===== config.mk =====
export PLATFORM = sky130hd
export DESIGN_NAME = rxr_ring_writer
export DESIGN_NICKNAME = d
export VERILOG_FILES = /design/src/rtl/rxr_pkg.sv /design/src/rtl/rxr_cfg.sv /design/src/rtl/rxr_ptr.sv /design/src/rtl/rxr_packer.sv /design/src/rtl/rxr_ctrl.sv /design/src/rtl/rxr_ring_writer.sv
export SDC_FILE = /design/constraint.sdc
export NUM_CORES = 1
export LEC_CHECK = 0
export BUFFER_PORTS_ARGS = -buffer_cell sky130_fd_sc_hd__clkbuf_2
export CAP_MARGIN = 10
export CORE_ASPECT_RATIO = 0.6
export CORE_UTILIZATION = 45
export CTS_CLUSTER_DIAMETER = 150
export DETAILED_ROUTE_END_ITERATION = 8
export MAX_ROUTING_LAYER = met4
export SYNTH_ARGS = -nofsm -noshare
export SYNTH_HDL_FRONTEND = slang
export SYNTH_HIERARCHICAL = 1
export SYNTH_SLANG_ARGS = --single-unit

===== constraint.sdc =====
create_clock -name clk -period 3 [get_ports clk]
set_input_delay 0.15 -clock clk [delete_from_list [all_inputs] [get_ports clk]]
set_output_delay 0.15 -clock clk [all_outputs]
set_load 0.01 [all_outputs]

===== src/rtl/rxr_pkg.sv =====
package rxr_pkg;

    localparam int unsigned WORD_W     = 32;
    localparam int unsigned DESC_BYTES = 8;
    localparam int unsigned FLAG_OFS_B = 4;

    localparam int unsigned BIT_AVAIL  = 31;
    localparam int unsigned BIT_ERRSUM = 30;
    localparam int unsigned BIT_FRAME  = 29;
    localparam int unsigned BIT_OVF    = 28;
    localparam int unsigned BIT_CRC    = 27;
    localparam int unsigned BIT_DONE   = 16;
    localparam int unsigned SIZE_LSB   = 16;

    typedef enum logic [3:0] {
        ST_IDLE,
        ST_FLAG_REQ,
        ST_FLAG_WAIT,
        ST_ADDR_REQ,
        ST_ADDR_WAIT,
        ST_RECV,
        ST_DATA_WR,
        ST_DESC_WR,
        ST_DROP
    } rxr_state_e;

    typedef struct packed {
        logic crc;
        logic frame;
        logic ovf;
    } rxr_err_t;

endpackage


===== src/rtl/rxr_cfg.sv =====
module rxr_cfg
    import rxr_pkg::*;
#(
    parameter int unsigned ADDR_W = 32,
    parameter int unsigned IDX_W  = 16
) (
    input  logic              clk,
    input  logic              rst_n,
    input  logic              cfg_we,
    input  logic              cfg_sel,
    input  logic [31:0]       cfg_wdata,
    output logic [ADDR_W-1:0] ring_base,
    output logic [IDX_W-1:0]  ring_last,
    output logic              restart
);

    localparam int unsigned ALIGN_B = $clog2(DESC_BYTES);

    logic [ALIGN_B-1:0] unused_low;
    assign unused_low = cfg_wdata[ALIGN_B-1:0];

    always_ff @(posedge clk or negedge rst_n) begin
        if (!rst_n) begin
            ring_base <= '0;
            ring_last <= '0;
            restart   <= 1'b0;
        end else begin
            restart <= cfg_we;
            if (cfg_we) begin
                if (!cfg_sel) begin
                    ring_base <= {cfg_wdata[ADDR_W-1:ALIGN_B], {ALIGN_B{1'b0}}};
                end else begin
                    ring_last <= cfg_wdata[SIZE_LSB +: IDX_W];
                end
            end
        end
    end

endmodule


===== src/rtl/rxr_ptr.sv =====
module rxr_ptr
    import rxr_pkg::*;
#(
    parameter int unsigned ADDR_W = 32,
    parameter int unsigned IDX_W  = 16
) (
    input  logic              clk,
    input  logic              rst_n,
    input  logic [ADDR_W-1:0] ring_base,
    input  logic [IDX_W-1:0]  ring_last,
    input  logic              restart,
    input  logic              advance,
    output logic [ADDR_W-1:0] desc_addr
);

    localparam int unsigned SHIFT = $clog2(DESC_BYTES);

    logic [IDX_W-1:0] idx;

    always_ff @(posedge clk or negedge rst_n) begin
        if (!rst_n) begin
            idx <= '0;
        end else if (restart) begin
            idx <= '0;
        end else if (advance) begin
            idx <= (idx == ring_last) ? '0 : idx + 1'b1;
        end
    end

    assign desc_addr = ring_base + (ADDR_W'(idx) << SHIFT);

endmodule


===== src/rtl/rxr_packer.sv =====
module rxr_packer
    import rxr_pkg::*;
#(
    parameter int unsigned LEN_W = 11
) (
    input  logic             clk,
    input  logic             rst_n,
    input  logic             start,
    input  logic [LEN_W-1:0] room_m1,
    input  logic             take,
    input  logic [7:0]       byte_in,
    input  logic             clear,
    output logic [31:0]      word,
    output logic [LEN_W:0]   count,
    output logic             trunc,
    output logic             store_now,
    output logic             flush_now
);

    localparam int unsigned LANES  = WORD_W / 8;
    localparam int unsigned LANE_W = $clog2(LANES);

    logic [LEN_W:0]    room;
    logic [LANE_W-1:0] lane;
    logic [7:0]        lane_q [LANES];

    assign store_now = take && (count != room);
    assign flush_now = store_now &&
                       ((lane == LANE_W'(LANES - 1)) || ((count + 1'b1) == room));

    always_ff @(posedge clk or negedge rst_n) begin
        if (!rst_n) begin
            room  <= '0;
            count <= '0;
            lane  <= '0;
            trunc <= 1'b0;
        end else if (start) begin
            room  <= {1'b0, room_m1} + 1'b1;
            count <= '0;
            lane  <= '0;
            trunc <= 1'b0;
        end else begin
            if (clear) begin
                lane <= '0;
            end
            if (take) begin
                if (store_now) begin
                    lane  <= lane + 1'b1;
                    count <= count + 1'b1;
                end else begin
                    trunc <= 1'b1;
                end
            end
        end
    end

    for (genvar g = 0; g < LANES; g++) begin : g_lane
        always_ff @(posedge clk or negedge rst_n) begin
            if (!rst_n) begin
                lane_q[g] <= '0;
            end else if (start || clear) begin
                lane_q[g] <= '0;
            end else if (store_now && (lane == LANE_W'(g))) begin
                lane_q[g] <= byte_in;
            end
        end
        assign word[g*8 +: 8] = lane_q[g];
    end

endmodule


===== src/rtl/rxr_ctrl.sv =====
module rxr_ctrl
    import rxr_pkg::*;
#(
    parameter int unsigned ADDR_W = 32,
    parameter int unsigned LEN_W  = 11
) (
    input  logic              clk,
    input  logic              rst_n,
    input  logic              s_valid,
    input  logic              s_last,
    input  logic              s_err_crc,
    input  logic              s_err_frame,
    input  logic              s_err_ovf,
    output logic              s_ready,
    output logic              mem_req,
    output logic              mem_we,
    output logic [ADDR_W-1:0] mem_addr,
    output logic [31:0]       mem_wdata,
    input  logic              mem_gnt,
    input  logic              mem_rvalid,
    input  logic [31:0]       mem_rdata,
    input  logic [ADDR_W-1:0] desc_addr,
    output logic              advance,
    output logic              pk_start,
    output logic [LEN_W-1:0]  pk_room_m1,
    output logic              pk_take,
    output logic              pk_clear,
    input  logic [31:0]       pk_word,
    input  logic [LEN_W:0]    pk_count,
    input  logic              pk_trunc,
    input  logic              pk_store_now,
    input  logic              pk_flush_now,
    output logic              irq_rx,
    output logic              irq_rxerr,
    output logic              irq_nobuf
);

    localparam logic [ADDR_W-1:0] FLAG_OFS  = ADDR_W'(FLAG_OFS_B);
    localparam logic [ADDR_W-1:0] WORD_STEP = ADDR_W'(WORD_W / 8);

    rxr_state_e        state, state_nx;
    logic [ADDR_W-1:0] buf_ptr;
    logic              last_q;
    rxr_err_t          err_q;
    logic              any_err;
    logic [31:0]       status;
    logic [1:0]        unused_rd;

    assign unused_rd = mem_rdata[1:0];

    // state register
    always_ff @(posedge clk or negedge rst_n) begin
        if (!rst_n) begin
            state <= ST_IDLE;
        end else begin
            state <= state_nx;
        end
    end

    // next state
    always_comb begin
        state_nx = state;
        unique case (state)
            ST_IDLE:      if (s_valid) state_nx = ST_FLAG_REQ;
            ST_FLAG_REQ:  if (mem_gnt) state_nx = ST_FLAG_WAIT;
            ST_FLAG_WAIT: if (mem_rvalid) state_nx = mem_rdata[BIT_AVAIL] ? ST_ADDR_REQ : ST_DROP;
            ST_ADDR_REQ:  if (mem_gnt) state_nx = ST_ADDR_WAIT;
            ST_ADDR_WAIT: if (mem_rvalid) state_nx = ST_RECV;
            ST_RECV: begin
                if (s_valid) begin
                    if (s_last) begin
                        state_nx = pk_store_now ? ST_DATA_WR : ST_DESC_WR;
                    end else if (pk_flush_now) begin
                        state_nx = ST_DATA_WR;
                    end
                end
            end
            ST_DATA_WR:   if (mem_gnt) state_nx = last_q ? ST_DESC_WR : ST_RECV;
            ST_DESC_WR:   if (mem_gnt) state_nx = ST_IDLE;
            ST_DROP:      if (s_valid && s_last) state_nx = ST_IDLE;
            default:      state_nx = ST_IDLE;
        endcase
    end

    // frame context
    always_ff @(posedge clk or negedge rst_n) begin
        if (!rst_n) begin
            buf_ptr <= '0;
            last_q  <= 1'b0;
            err_q   <= '0;
        end else begin
            if (state == ST_FLAG_WAIT && mem_rvalid) begin
                last_q <= 1'b0;
                err_q  <= '0;
            end
            if (state == ST_ADDR_WAIT && mem_rvalid) begin
                buf_ptr <= {mem_rdata[ADDR_W-1:2], 2'b00};
            end
            if (state == ST_DATA_WR && mem_gnt) begin
                buf_ptr <= buf_ptr + WORD_STEP;
            end
            if (state == ST_RECV && s_valid && s_last) begin
                last_q <= 1'b1;
                err_q  <= '{crc: s_err_crc, frame: s_err_frame, ovf: s_err_ovf};
            end
        end
    end

    assign any_err = err_q.crc | err_q.frame | err_q.ovf | pk_trunc;

    always_comb begin
        status               = '0;
        status[BIT_DONE]     = 1'b1;
        status[LEN_W-1:0]    = LEN_W'(pk_count - 1'b1);
        status[BIT_CRC]      = err_q.crc;
        status[BIT_FRAME]    = err_q.frame;
        status[BIT_OVF]      = err_q.ovf | pk_trunc;
        status[BIT_ERRSUM]   = any_err;
    end

    // outputs
    always_comb begin
        s_ready    = 1'b0;
        mem_req    = 1'b0;
        mem_we     = 1'b0;
        mem_addr   = '0;
        mem_wdata  = '0;
        advance    = 1'b0;
        pk_start   = 1'b0;
        pk_room_m1 = mem_rdata[LEN_W-1:0];
        pk_take    = 1'b0;
        pk_clear   = 1'b0;
        irq_rx     = 1'b0;
        irq_rxerr  = 1'b0;
        irq_nobuf  = 1'b0;
        unique case (state)
            ST_IDLE: ;
            ST_FLAG_REQ: begin
                mem_req  = 1'b1;
                mem_addr = desc_addr + FLAG_OFS;
            end
            ST_FLAG_WAIT: begin
                pk_start  = mem_rvalid;
                irq_nobuf = mem_rvalid && !mem_rdata[BIT_AVAIL];
            end
            ST_ADDR_REQ: begin
                mem_req  = 1'b1;
                mem_addr = desc_addr;
            end
            ST_ADDR_WAIT: ;
            ST_RECV: begin
                s_ready = 1'b1;
                pk_take = s_valid;
            end
            ST_DATA_WR: begin
                mem_req   = 1'b1;
                mem_we    = 1'b1;
                mem_addr  = buf_ptr;
                mem_wdata = pk_word;
                pk_clear  = mem_gnt;
            end
            ST_DESC_WR: begin
                mem_req   = 1'b1;
                mem_we    = 1'b1;
                mem_addr  = desc_addr + FLAG_OFS;
                mem_wdata = status;
                advance   = mem_gnt;
                irq_rx    = mem_gnt && !any_err;
                irq_rxerr = mem_gnt && any_err;
            end
            ST_DROP: begin
                s_ready = 1'b1;
            end
            default: ;
        endcase
    end

endmodule


===== src/rtl/rxr_ring_writer.sv =====
module rxr_ring_writer
    import rxr_pkg::*;
#(
    parameter int unsigned ADDR_W = 32,
    parameter int unsigned IDX_W  = 16,
    parameter int unsigned LEN_W  = 11
) (
    input  logic              clk,
    input  logic              rst_n,
    input  logic              cfg_we,
    input  logic              cfg_sel,
    input  logic [31:0]       cfg_wdata,
    output logic              mem_req,
    output logic              mem_we,
    output logic [ADDR_W-1:0] mem_addr,
    output logic [31:0]       mem_wdata,
    input  logic              mem_gnt,
    input  logic              mem_rvalid,
    input  logic [31:0]       mem_rdata,
    input  logic              s_valid,
    output logic              s_ready,
    input  logic [7:0]        s_data,
    input  logic              s_last,
    input  logic              s_err_crc,
    input  logic              s_err_frame,
    input  logic              s_err_ovf,
    output logic              irq_rx,
    output logic              irq_rxerr,
    output logic              irq_nobuf
);

    logic [ADDR_W-1:0] ring_base;
    logic [IDX_W-1:0]  ring_last;
    logic              restart;
    logic              advance;
    logic [ADDR_W-1:0] desc_addr;
    logic              pk_start;
    logic [LEN_W-1:0]  pk_room_m1;
    logic              pk_take;
    logic              pk_clear;
    logic [31:0]       pk_word;
    logic [LEN_W:0]    pk_count;
    logic              pk_trunc;
    logic              pk_store_now;
    logic              pk_flush_now;

    rxr_cfg #(.ADDR_W(ADDR_W), .IDX_W(IDX_W)) u_cfg (
        .clk       (clk),
        .rst_n     (rst_n),
        .cfg_we    (cfg_we),
        .cfg_sel   (cfg_sel),
        .cfg_wdata (cfg_wdata),
        .ring_base (ring_base),
        .ring_last (ring_last),
        .restart   (restart)
    );

    rxr_ptr #(.ADDR_W(ADDR_W), .IDX_W(IDX_W)) u_ptr (
        .clk       (clk),
        .rst_n     (rst_n),
        .ring_base (ring_base),
        .ring_last (ring_last),
        .restart   (restart),
        .advance   (advance),
        .desc_addr (desc_addr)
    );

    rxr_packer #(.LEN_W(LEN_W)) u_pack (
        .clk       (clk),
        .rst_n     (rst_n),
        .start     (pk_start),
        .room_m1   (pk_room_m1),
        .take      (pk_take),
        .byte_in   (s_data),
        .clear     (pk_clear),
        .word      (pk_word),
        .count     (pk_count),
        .trunc     (pk_trunc),
        .store_now (pk_store_now),
        .flush_now (pk_flush_now)
    );

    rxr_ctrl #(.ADDR_W(ADDR_W), .LEN_W(LEN_W)) u_ctrl (
        .clk          (clk),
        .rst_n        (rst_n),
        .s_valid      (s_valid),
        .s_last       (s_last),
        .s_err_crc    (s_err_crc),
        .s_err_frame  (s_err_frame),
        .s_err_ovf    (s_err_ovf),
        .s_ready      (s_ready),
        .mem_req      (mem_req),
        .mem_we       (mem_we),
        .mem_addr     (mem_addr),
        .mem_wdata    (mem_wdata),
        .mem_gnt      (mem_gnt),
        .mem_rvalid   (mem_rvalid),
        .mem_rdata    (mem_rdata),
        .desc_addr    (desc_addr),
        .advance      (advance),
        .pk_start     (pk_start),
        .pk_room_m1   (pk_room_m1),
        .pk_take      (pk_take),
        .pk_clear     (pk_clear),
        .pk_word      (pk_word),
        .pk_count     (pk_count),
        .pk_trunc     (pk_trunc),
        .pk_store_now (pk_store_now),
        .pk_flush_now (pk_flush_now),
        .irq_rx       (irq_rx),
        .irq_rxerr    (irq_rxerr),
        .irq_nobuf    (irq_nobuf)
    );

endmodule


# Word level (Yosys, flattened, before mapping)
# Index checks and enable logic that the tools add are counted.
[word_totals]
ff_bits = 161
latch_bits = 0
ram_bits = 0
mem_bits_ro = 0
inputBits = 83
out_inout_bits = 70
wordCells = 149
memories = 0
[op_classes]
addsub = 8
mul = 0
n_div = 0
magnitude_cmp = 0
eq_ne = 25
shifts = 0
muxes = 54
bitwise = 5
reduce_logical = 39
[op_table]
columns = ["op", "n"]
rows = [
  ["$pmux W32 S3", 1],
  ["$add A32 B3 Y32 const B", 2],
  ["$mux W32", 2],
  ["$mux W8", 8],
  ["$pmux W32 S2", 1],
  ["$mux W16", 3],
  ["$mux W4", 12],
  ["$mux W12", 3],
  ["$pmux W4 S9", 1],
  ["$add A32 B19 Y32", 1],
  ["$ne A2 B2 Y1 const B", 9],
  ["$reduce_bool A2 Y1", 9],
  ["$add A16 B1 Y16 const B", 1],
  ["$eq A16 B16 Y1", 1],
  ["$eq A4 B3 Y1 const B", 4],
  ["$mux W1", 16],
  ["$logic_and A1 B1 Y1", 15],
  ["$add A11 B1 Y12 const B", 1],
  ["$add A12 B1 Y12 const B", 1],
  ["$eq A12 B12 Y1", 1],
  ["$ne A12 B12 Y1", 1],
  ["$sub A11 B1 Y11 const B", 1],
  ["$mux W2", 5],
  ["$reduce_and A10 Y1", 1],
  ["other kinds (18)", 31],
]

# Longest topological paths before layout
# Gate-level depths: netlist of run 1.
[logic_depth]
depth_word = 8
depth_mapped = 13
ltp_nobuf = 12

# Hierarchy
# The synthesis of run 1 kept the hierarchy.
[by_module_without_submodules]
columns = ["mod", "instances", "cells_per_inst", "area_per_inst_um2", "seq_area_each_um2"]
rows = [
  ["rxr_ctrl", 1, 548, 3996.3, 950.9],
  ["rxr_packer", 1, 345, 3054.2, 1476.4],
  ["rxr_ptr", 1, 281, 2268.4, 400.4],
  ["rxr_cfg", 1, 101, 1791.7, 1151.1],
]

# Worst setup path after synthesis of run 1
# No wires, ideal clock.
[synth_path]
path_kind = "register to output"
from = "reg u_ptr.idx[0]"
to = "out mem_addr[13]"
arrival_ns = 2.441
required_ns = 2.850
setup_slack_ns = 0.409
stages_incl_launch_ff = 10
path_buffers = 0
path_cell_list = "dfrtp_1 > ha_1 > fa_1 > a21o_1 > a31o_2 > a221oi_1 > nor2b_1 > xnor2_1 > o21ai_0 > o211ai_1"
[synth_via]
elab_chain_len = 3
[synth_lines]
columns = ["element", "line_no", "rtl"]
rows = [
  ["start: declaration", "rxr_ptr.sv:18", "logic [IDX_W-1:0] idx;"],
  ["start signal: assignment", "rxr_ptr.sv:26", "idx <= (idx == ring_last) ? '0 : idx + 1'b1;"],
  ["$add A32 B19 Y32 *", "rxr_ptr.sv:30", "assign desc_addr = ring_base + (ADDR_W'(idx) << SHIFT);"],
  ["via desc_addr[13]", "rxr_ring_writer.sv:36", "logic [ADDR_W-1:0] desc_addr;"],
  ["$add A32 B3 Y32", "rxr_ctrl.sv:140, rxr_ctrl.sv:165", ""],
  ["$pmux W32 S3 *", "rxr_ctrl.sv:136", "unique case (state)"],
  ["end: declaration", "rxr_ring_writer.sv:15", "output logic [ADDR_W-1:0] mem_addr,"],
]
# The timed path passes the listed nets; every way through them passes the cells marked *.

# Worst setup path after layout of run 1
[layout_path]
from = "reg u_cfg.ring_base[9]"
to = "out mem_addr[24]"
[layout_via]
elab_chain_len = 3
[layout_lines]
columns = ["element", "line_no", "rtl"]
rows = [
  ["start: declaration", "rxr_cfg.sv:12", "output logic [ADDR_W-1:0] ring_base,"],
  ["start signal: assignment", "rxr_cfg.sv:31", "ring_base <= {cfg_wdata[ADDR_W-1:ALIGN_B], {ALIGN_B{1'b0}}};"],
  ["$add A32 B19 Y32 *", "rxr_ptr.sv:30", ""],
  ["via desc_addr[24]", "rxr_ring_writer.sv:36", ""],
  ["$add A32 B3 Y32", "rxr_ctrl.sv:140, rxr_ctrl.sv:165", ""],
  ["$pmux W32 S3 *", "rxr_ctrl.sv:136", ""],
]
# Marks and branches as above.

==> results of run 1 <==
-- power breakdown --
group	internal, mW	leakage, nW	switching (mW)
Sequential	2.73	1.99	0.735
Combinational	1.71	4.01	2.30
Clock	1.27	0.288	0.983
-- worst max path at each step --
| stage | from | depth (start not counted) | end |
|---|---|---|---|
| CTS | u_ptr/idx[6]$_DFFE_PN0P_ | 11 | mem_addr[21] |
| finish | u_cfg/ring_base[9]$_DFFE_PN0P_ | 11 | mem_addr[24] |
| global placement | u_cfg/ring_base[9]$_DFFE_PN0P_ | 11 | mem_addr[22] |
| global route | u_ptr/idx[6]$_DFFE_PN0P_ | 12 | mem_addr[19] |
| detailed placement | u_ptr/idx[14]$_DFFE_PN0P_ | 10 | mem_addr[21] |
| floorplan | u_ptr/idx[0]$_DFFE_PN0P_ | 9 | mem_addr[13] |
-- timing repair --
item                                    CTS  global route
hold endpoints to repair                125             0
buffers inserted                         23            15
hold buffers                             55             0
endpoints found under the setup margin   20            21
gates resized for setup                  85            46
pin swaps                                44            35
-- critical path, delay by kind of cell (launching register included) --
kind                       cells  cell delay [ps]
DFF                            1              410
buffers and inverters          3              470
adders and majority gates      1              260
AOI/OAI and AO/OA              4              950
and+or+nand+nor                3              490
-- final cells by class --
| class | instances | area, um^2 | share of cell area |
|---|---|---|---|
| clock buffer | 19 | 453 | 0.0314 |
| clock inverter | 11 | 133 | 0.00919 |
| inverter | 26 | 97.6 | 0.00676 |
| multi-input combinational | 1005 | 7160 | 0.496 |
| sequential | 159 | 3980 | 0.276 |
| tap | 322 | 403 | 0.0279 |
| timing repair buffer | 317 | 2200 | 0.153 |
-- layer usage --
| layer | wire length (um) | GRT usage | vias to the layer above |
|---|---|---|---|
| met2 | 14700 | 0.383 | 472 |
| met5 | 0 | - | - |
| met1 | 19300 | 0.483 | 5430 |
| met4 | 504 | 0.0782 | 0 |
| met3 | 3150 | 0.0623 | 36 |
| li1 | - | - | 5142 |
-- state kept, by name (all words and copies together) (netlist names) --
signal           flops
u_pack/word         32
u_ctrl/buf_ptr      30
u_cfg/ring_base     29
u_cfg/ring_last     16
u_ptr/idx           16
u_pack/count        12
u_pack/room         12
u_ctrl/state         4
u_ctrl/err_q         3
u_pack/lane          2
u_cfg/restart        1
u_ctrl/last_q        1
u_pack/trunc         1
-- cells in the final DEF, fill, tap and decap left out, drive strengths merged, types with 27 or more instances in the layout --
| cell type | count |
|---|---|
| xnor2 | 39 |
| clkbuf | 150 |
| o21ai | 56 |
| inv | 29 |
| nand2 | 137 |
| a21oi | 82 |
| xor2 | 73 |
| nand3 | 102 |
| mux2 | 46 |
| nor2 | 103 |
| nor3 | 32 |
| ha | 27 |
| dlygate4sd3 | 55 |
| buf | 131 |
| dfrtp | 159 |
| nand4 | 31 |
-- stage by stage --
step / worst slack (ps) / cell area (um^2)
final: -173 / 14400
after global routing: -283 / 14400
after CTS: -203 / 14100
after detailed placement: 127 / 12400
after global placement: 103 / 12400
after floorplan: 409 / 11100
-- logic make-up after synthesis --
kind of cell    synth area share
compound gates             0.174
xor+xnor                  0.0883
fa+ha+maj                 0.0322
buf+inv                   0.0503
flops                      0.358
mux                       0.0545
other cells             0.000338
simple gates               0.242
==> metrics.txt, run 1 <==
status complete, but fails checks; failing checks setup timing; Netlist cell types 86; r2r startpoint u_pack/count[0]$_DFFE_PN0P_; vias in the first global route 9925; R2R setup slack 190 ps; via count of the routed design 11080; Syn Area/Cell 8.71 um^2; Total GRT Usage 0.307; Crit Reg-Reg Endpoint u_ctrl/state[0]$_DFFE_PN0P_; crit-path cells ha_4, buf_4, a2111oi_4, o21ai_4, a31oi_4, buf_6, nand4b_1, nand4_1, a22oi_1, nand3_1, buf_2; TritonCTS clock tree built; crit start category flip-flop; DR pass1 iterations 6; Async SR Flop Fraction 1.00; Setup CP Type flip-flop to output port; Starting Density 0.459; grt ovf 0; Worst Clk Skew 9.58 ps; post-synth top area cell dfrtp_1; routed length per placed instance 20.3 um; Post-Synthesis Cells 1275; crit path DAT 3020 ps; worst skew pair latency 460 ps; WHS Endpoint u_ctrl/buf_ptr[21]$_DFFE_PN0P_; clk sinks 159; Worst Tran Pin Value 749 ps; CP endpoint kind output port; IO Count 153; I/O Buffers 147; mapped cell area 11100 um^2; most common cell in the netlist dfrtp_1; worst hold path type primary input to flip-flop; LEAKAGE 6.29 nW; antenna violations before repair 1; die area 25300 um^2; DRT Wirelength 37.7 mm; CTS H-tree lvls 4; Finished Layout Cells 1859; Final ANT Viol Nets 0; MaxCap Viol Count 0; Post-synth EDFFs 0; final setup fails 16; reg2reg path depth 11; row count 44; Core ar. 24200 um^2; post-layout util 0.596; largest net degree at the start of global routing 57; top-area cell type share of the netlist area 0.358; Synth Register Bits 159; Via density 5.96; most common flop cell mapped by yosys dfrtp_1; Hold Path Depth 4; Area Growth Syn to Fin 29.9%; peak supply drop 0.000480 V; power per cell area 674 nW/um^2; Power Total 9.73 mW; CP max stage cell dfrtp_1; Reg clk slew, reported paths 60 ps; fmax 315 MHz; slew margin rel. 0.496; Die Y 124 um; Hold Vio Cnt, Final 0; DRT iter0 DRCs 1282; CTS root buffer clkbuf_16; setup ws final -173 ps; gp weighted congestion 0.965; CP max FO 8; Fill cells 2184; CP required 2850 ps; first-pass GRT wire length 57.2 mm; fraction of layout cells with a size suffix above 1 0.287; Ys Warns 6; Hold Worst Slack 18.9 ps; DP Cell Count 1737; max incr delay on CP 410 ps; top cells by count, synth dfrtp_1, nand2_1, nor2_1, nand3_1, a21oi_1; post-route minimum period 3170 ps; critical hold path startpoint mem_rdata[21]; Final #Nets 1637; Tcrit/Tclk final 1.06; register area share after synthesis 0.358; setup_tns -1330 ps; ant diodes 0; largest cells by area after synthesis dfrtp_1, xor2_1, nand2_1; Final Max Tran Viols 0; DRC errors left 0; RSZ-0062 raised after global routing true; Clock Path Buffers 2; TritonCTS Buffers 17; post-DP HPWL 26.9 mm; Die X 205 um
No activity file was read; power rests on OpenSTA's default activity.
==> run 2, diff against run 1 <==
PLACE_DENSITY_LB_ADDON = 0.2   (was default)
SKIP_CTS_REPAIR_TIMING = 1   (was default)
clock period = 3.5 ns   (was 3 ns; I/O delays follow)
==> run 2 against run 1 <==
  * The run ends with hold timing left
  * Core utilization is 4.8 points lower
  * Count of clock-buffer cells in the layout decreased by 2
  * First-iteration DRC count fell by 10%
  * Largest cell class unchanged
  * Setup slack better by 310 ps
  * Critical endpoint is now mem_addr[20]
  * Critical path depth down 2
  * Wire length fell by 6.4%
  * Hold slack got worse by 25 ps
  * Total power decreased by 17%
  * Combinational power decreased by 20%
==> metrics.txt, run 2 (same netlist as run 1, synthesis figures left out) <==
antenna violations before repair 1 (unchanged); power per cell area 610 nW/um^2 (-9.5%); Final Max Tran Viols 0 (unchanged); Die Y 124 um (unchanged); CP max FO 8 (unchanged); Power Total 8.10 mW (-17%); Reg clk slew, reported paths 70 ps (about the same); Worst Tran Pin Value 1060 ps (+315 ps); Final #Nets 1544 (-5.7%); DRT Wirelength 35.3 mm (-6.4%); Via density 5.99 (+0.55%); row count 44 (unchanged); Tcrit/Tclk final 0.962; Clock Path Buffers 2 (unchanged); Final ANT Viol Nets 0 (unchanged); Setup CP Type flip-flop to output port; Fill cells 2283 (+4.5%); Psw 3.38 mW (-16%); status complete, but fails checks; setup ws final 133 ps (+306 ps); Logic pwr share 0.397 (-0.015); slew margin rel. 0.289 (-0.207); peak supply drop 0.000316 V (-34%); fraction of layout cells with a size suffix above 1 0.226 (-0.0608); Core ar. 24200 um^2 (unchanged); Finished Layout Cells 1768 (-4.9%); grt ovf 0 (unchanged); die area 25300 um^2 (unchanged); Post-Layout Inst Area 13300 um^2 (-8.1%); CP endpoint kind output port; post-layout util 0.548 (-0.0481); gp weighted congestion 0.962 (-0.31%); vias in the first global route 9053 (-8.8%); MaxCap Viol Count 0 (unchanged); Total GRT Usage 0.285 (-0.0212); first-pass GRT wire length 53.1 mm (-7.1%); LEAKAGE 5.74 nW (-8.7%); worst skew pair latency 450 ps (about the same); routed length per placed instance 19.9 um (-1.6%); P_int 4.71 mW (-18%); worst hold path type primary input to flip-flop; Hold Worst Slack -5.95 ps (-24.9 ps); crit start category flip-flop; largest net degree at the start of global routing 87 (+53%); Post-Place Cell Area 12100 um^2 (-3.0%); Sw Ratio 0.418 (+0.00493); Area Growth Syn to Fin 19.4%; final setup fails 0 (-16); Worst Clk Skew 10.2 ps (+0.656 ps); Hold Vio Cnt, Final 1 (+1); TritonCTS clock tree built; post-route minimum period 3370 ps; DP Cell Count 1689 (-2.8%); Die X 205 um (unchanged); ant diodes 0 (unchanged); clock share of power 0.239 (+0.007); CTS H-tree lvls 4 (unchanged); DRC errors left 0 (unchanged); Starting Density 0.459 (unchanged); commonest non-fill, non-tap cell in the layout dfrtp_1; DR pass1 iterations 5 (-1); CTS root buffer clkbuf_16; IO Count 153 (unchanged); I/O Buffers 147 (unchanged); most frequent cells in the layout dfrtp_1, clkbuf_2, nand2_1; pre-CTS WS 319 ps (+191 ps); DRT iter0 DRCs 1149 (-10%); fmax 297 MHz; Seq pwr share 0.363 (+0.007); via count of the routed design 10596 (-4.4%); TritonCTS Buffers 17 (unchanged); clk sinks 159 (unchanged); failing checks hold timing; post-DP HPWL 26.1 mm (-2.9%); max reg flops 32 (unchanged); CP required 3320 ps (+470 ps); setup_tns 0 ps (+1330 ps); crit path DAT 3190 ps (+170 ps)
run 2: cell types whose count changed in the layout (fill, tap and decap cells not counted), sizes merged:
cell         change
buf             -91
clkbuf          +12
clkinv           +2
clkinvlp         +1
dlygate4sd3     -16
inv              +1
run 2: path summary, 6_finish.rpt:
kind                                              from                              to  slack (ps)  depth (start not counted)
setup / recovery             u_ptr/idx[12]$_DFFE_PN0P_                    mem_addr[20]         130                          9
min in group asynchronous                        rst_n        u_ptr/idx[1]$_DFFE_PN0P_         330                          2
hold reg to reg              u_ctrl/last_q$_DFFE_PN0P_       u_ctrl/last_q$_DFFE_PN0P_         490                          1
setup reg to reg           u_pack/count[1]$_DFFE_PN0P_     u_ctrl/state[0]$_DFFE_PN0P_         650                         10
hold / removal                           mem_rdata[11]  u_ctrl/buf_ptr[11]$_DFFE_PN0P_          -6                          3
max in group asynchronous                        rst_n     u_pack/word[20]$_DFFE_PN0P_        2240                          3
run 2: worst max-delay path, stage by stage, from the launching register on:
cell and delay (ps):
dfrtp_1 450, ha_1 460, nand3_1 270, nor4_1 300, nand3_2 170, a21boi_0 230, xor2_1 240, xor2_1 110
o21ai_0 310, clkbuf_2 200
run 2: cell type report:
type / count / area [um^2] / area share
Multi-Input combinational cell: 1005 / 6740 / 0.508
Timing Repair Buffer: 224 / 1430 / 0.108
Clock buffer: 17 / 425 / 0.0321
Tap cell: 322 / 403 / 0.0304
Sequential cell: 159 / 3980 / 0.300
Inverter: 26 / 97.6 / 0.00736
Clock inverter: 15 / 181 / 0.0137
run 2: per-layer routing:
layer	up-vias	GRT usage	share of wire
met2	471	0.320	0.36
met5	-	-	0
li1	4955	-	-
met4	0	0.0704	0.015
met1	5139	0.465	0.52
met3	31	0.0808	0.10
run 2: power by group through the flow:
stage / registers [mW] / logic [mW] / clock network [mW]
after floorplan: 2.71 / 2.25 / 0
after global placement: 2.95 / 3.02 / 0
after detailed placement: 2.96 / 3.08 / 0
after CTS: 2.93 / 3.10 / 1.99
after global routing: 3.02 / 3.53 / 2.05
final: 2.94 / 3.22 / 1.94
==> run 3, diff against run 2 <==
==> constraint.sdc (replaced) <==
create_clock -name clk -period 3.5 [get_ports clk]
set_input_delay 0.7 -clock clk [delete_from_list [all_inputs] [get_ports clk]]
set_output_delay 0.7 -clock clk [all_outputs]
set_load 0.01 [all_outputs]
==> run 3 against run 2 <==
  * The run ends with setup timing left
  * Fmax fell by 10%
  * Critical path depth rose by 2
  * Final cell count rose by 0.90%
  * Die area did not move
  * Wire length rose by 2.8%
  * Total power rose by 1.1%
  * Global-route usage rose by 0.59 points
  * Via count rose by 0.97%
  * Clock power fell by 5%
  * Non-clock buffer count rose by 16
  * Setup slack got worse by 370 ps
  * Largest power group unchanged
==> metrics.txt, run 3 (same netlist as run 1, synthesis figures left out) <==
Die X 205 um (unchanged); Total GRT Usage 0.291 (+0.00588); Clock Path Buffers 2 (unchanged); Tcrit/Tclk final 1.07 (+0.106); peak supply drop 0.000376 V (+19%); CP max FO 7 (-1); Area Growth Syn to Fin 24.3%; setup_tns -1700 ps (-1700 ps); I/O Buffers 147 (unchanged); LEAKAGE 5.94 nW (+3.5%); DRT Wirelength 36.2 mm (+2.8%); CP required 2800 ps (-520 ps); crit path DAT 3040 ps (-150 ps); DRT iter0 DRCs 1235 (+7.5%); MaxCap Viol Count 0 (unchanged); pre-CTS WS 65.8 ps (-253 ps); die area 25300 um^2 (unchanged); Post-Place Cell Area 12400 um^2 (+2.8%); commonest non-fill, non-tap cell in the layout dfrtp_1; CTS root buffer clkbuf_16; worst skew pair latency 440 ps (about the same); antenna violations before repair 1 (unchanged); Hold Vio Cnt, Final 0 (-1); IO Count 153 (unchanged); via count of the routed design 10699 (+0.97%); crit start category flip-flop; Fill cells 2191 (-4.0%); DRC errors left 0 (unchanged); row count 44 (unchanged); Final Max Tran Viols 0 (unchanged); TritonCTS clock tree built; grt ovf 0 (unchanged); failing checks setup timing; RSZ-0062 raised after global routing true; routed length per placed instance 20.3 um (+1.8%); DP Cell Count 1730 (+2.4%); most frequent cells in the layout dfrtp_1, clkbuf_2, nand2_1; fmax 267 MHz (-10%); Final ANT Viol Nets 0 (unchanged); Starting Density 0.459 (unchanged); vias in the first global route 9267 (+2.4%); clk sinks 159 (unchanged); Core ar. 24200 um^2 (unchanged); Power Total 8.18 mW (+1.1%); ant diodes 0 (unchanged); largest net degree at the start of global routing 73 (-16%); Die Y 124 um (unchanged); max reg flops 32 (unchanged); Worst Tran Pin Value 899 ps (-166 ps); fraction of layout cells with a size suffix above 1 0.294 (+0.0680); Post-Layout Inst Area 13800 um^2 (+4.1%); worst hold path type primary input to asynchronous set/reset pin; CP endpoint kind output port; Via density 6.00 (about the same); final setup fails 14 (+14); Final #Nets 1560 (+1.0%); setup ws final -240 ps (-372 ps); post-DP HPWL 26.7 mm (+2.1%); gp weighted congestion 0.991 (+3.1%); Setup CP Type flip-flop to output port; Worst Clk Skew 9.85 ps (-0.391 ps); slew margin rel. 0.395 (+0.106); Finished Layout Cells 1784 (+0.90%); Reg clk slew, reported paths 60 ps (about the same); post-route minimum period 3740 ps (+372 ps); DR pass1 iterations 5 (unchanged); TritonCTS Buffers 17 (unchanged); power per cell area 593 nW/um^2 (-2.9%); CTS H-tree lvls 4 (unchanged); first-pass GRT wire length 54.3 mm (+2.2%); status complete, but fails checks
==> run 3: cell count changes in the layout (fill, tap and decap cells not counted), moves of 7 or more <==
cell,delta
buf_4,+51
xnor2_1,-8
dlygate4sd3_1,-39
xnor2_2,+7
o21ai_0,-11
ha_4,+13
o21ai_1,+9
clkbuf_2,-11
ha_1,-9
buf_2,+11
==> run 3: path summary, 6_finish.rpt <==
| kind | startpoint | depth (start not counted) | end | slack (ps) |
|---|---|---|---|---|
| max | u_cfg/ring_base[9]$_DFFE_PN0P_ | 11 | mem_addr[21] | -240 |
| min | rst_n | 1 | u_cfg/ring_base[7]$_DFFE_PN0P_ | 250 |
| max reg2reg | u_pack/count[0]$_DFFE_PN0P_ | 10 | u_ctrl/state[0]$_DFFE_PN0P_ | 460 |
| min reg2reg | u_ctrl/last_q$_DFFE_PN0P_ | 1 | u_ctrl/last_q$_DFFE_PN0P_ | 500 |
| max in group asynchronous | rst_n | 2 | u_pack/word[10]$_DFFE_PN0P_ | 2500 |
| min in group clk | mem_rdata[0] | 2 | u_pack/room[0]$_DFFE_PN0P_ | 470 |
==> run 3: power breakdown <==
group,total (mW),internal [mW],switching [mW]
sequential,2.98,2.34,0.643
combinational,3.35,1.40,1.95
clock,1.85,1.01,0.841
==> run 3: routing by layer <==
metal  part of all wire  GRT usage
met1               0.51      0.477
met3              0.093     0.0552
met2               0.39      0.352
met5                  0          -
met4              0.011     0.0588
==> run 3: per-stage QoR <==
stage | utilization | hold WS [ps]
6_report | 0.570 | 255
5_1_grt | 0.570 | 329
4_1_cts | 0.535 | 305
3_5_place_dp | 0.512 | 493
3_3_place_gp | 0.512 | 474
2_1_floorplan | - | 404
==> run 3: final cells by class <==
type                            count  area [um^2]  share of cell area
Inverter                           26         97.6             0.00707
Sequential cell                   159         3980               0.289
Tap cell                          322          403              0.0292
Multi-Input combinational cell   1005         7260               0.526
Timing Repair Buffer              240         1490               0.108
Clock inverter                     13          130             0.00943
Clock buffer                       19          443              0.0321
==> run 3: critical path: stages, from the launching register on <==
cell and delay [ps]:
dfrtp_1 410, ha_4 300, buf_6 110, and3_4 220
a221oi_4 80, a2111oi_4 360, buf_6 200, o211ai_1 160
xnor2_2 200, a22oi_1 200, nand3_1 160, buf_2 180
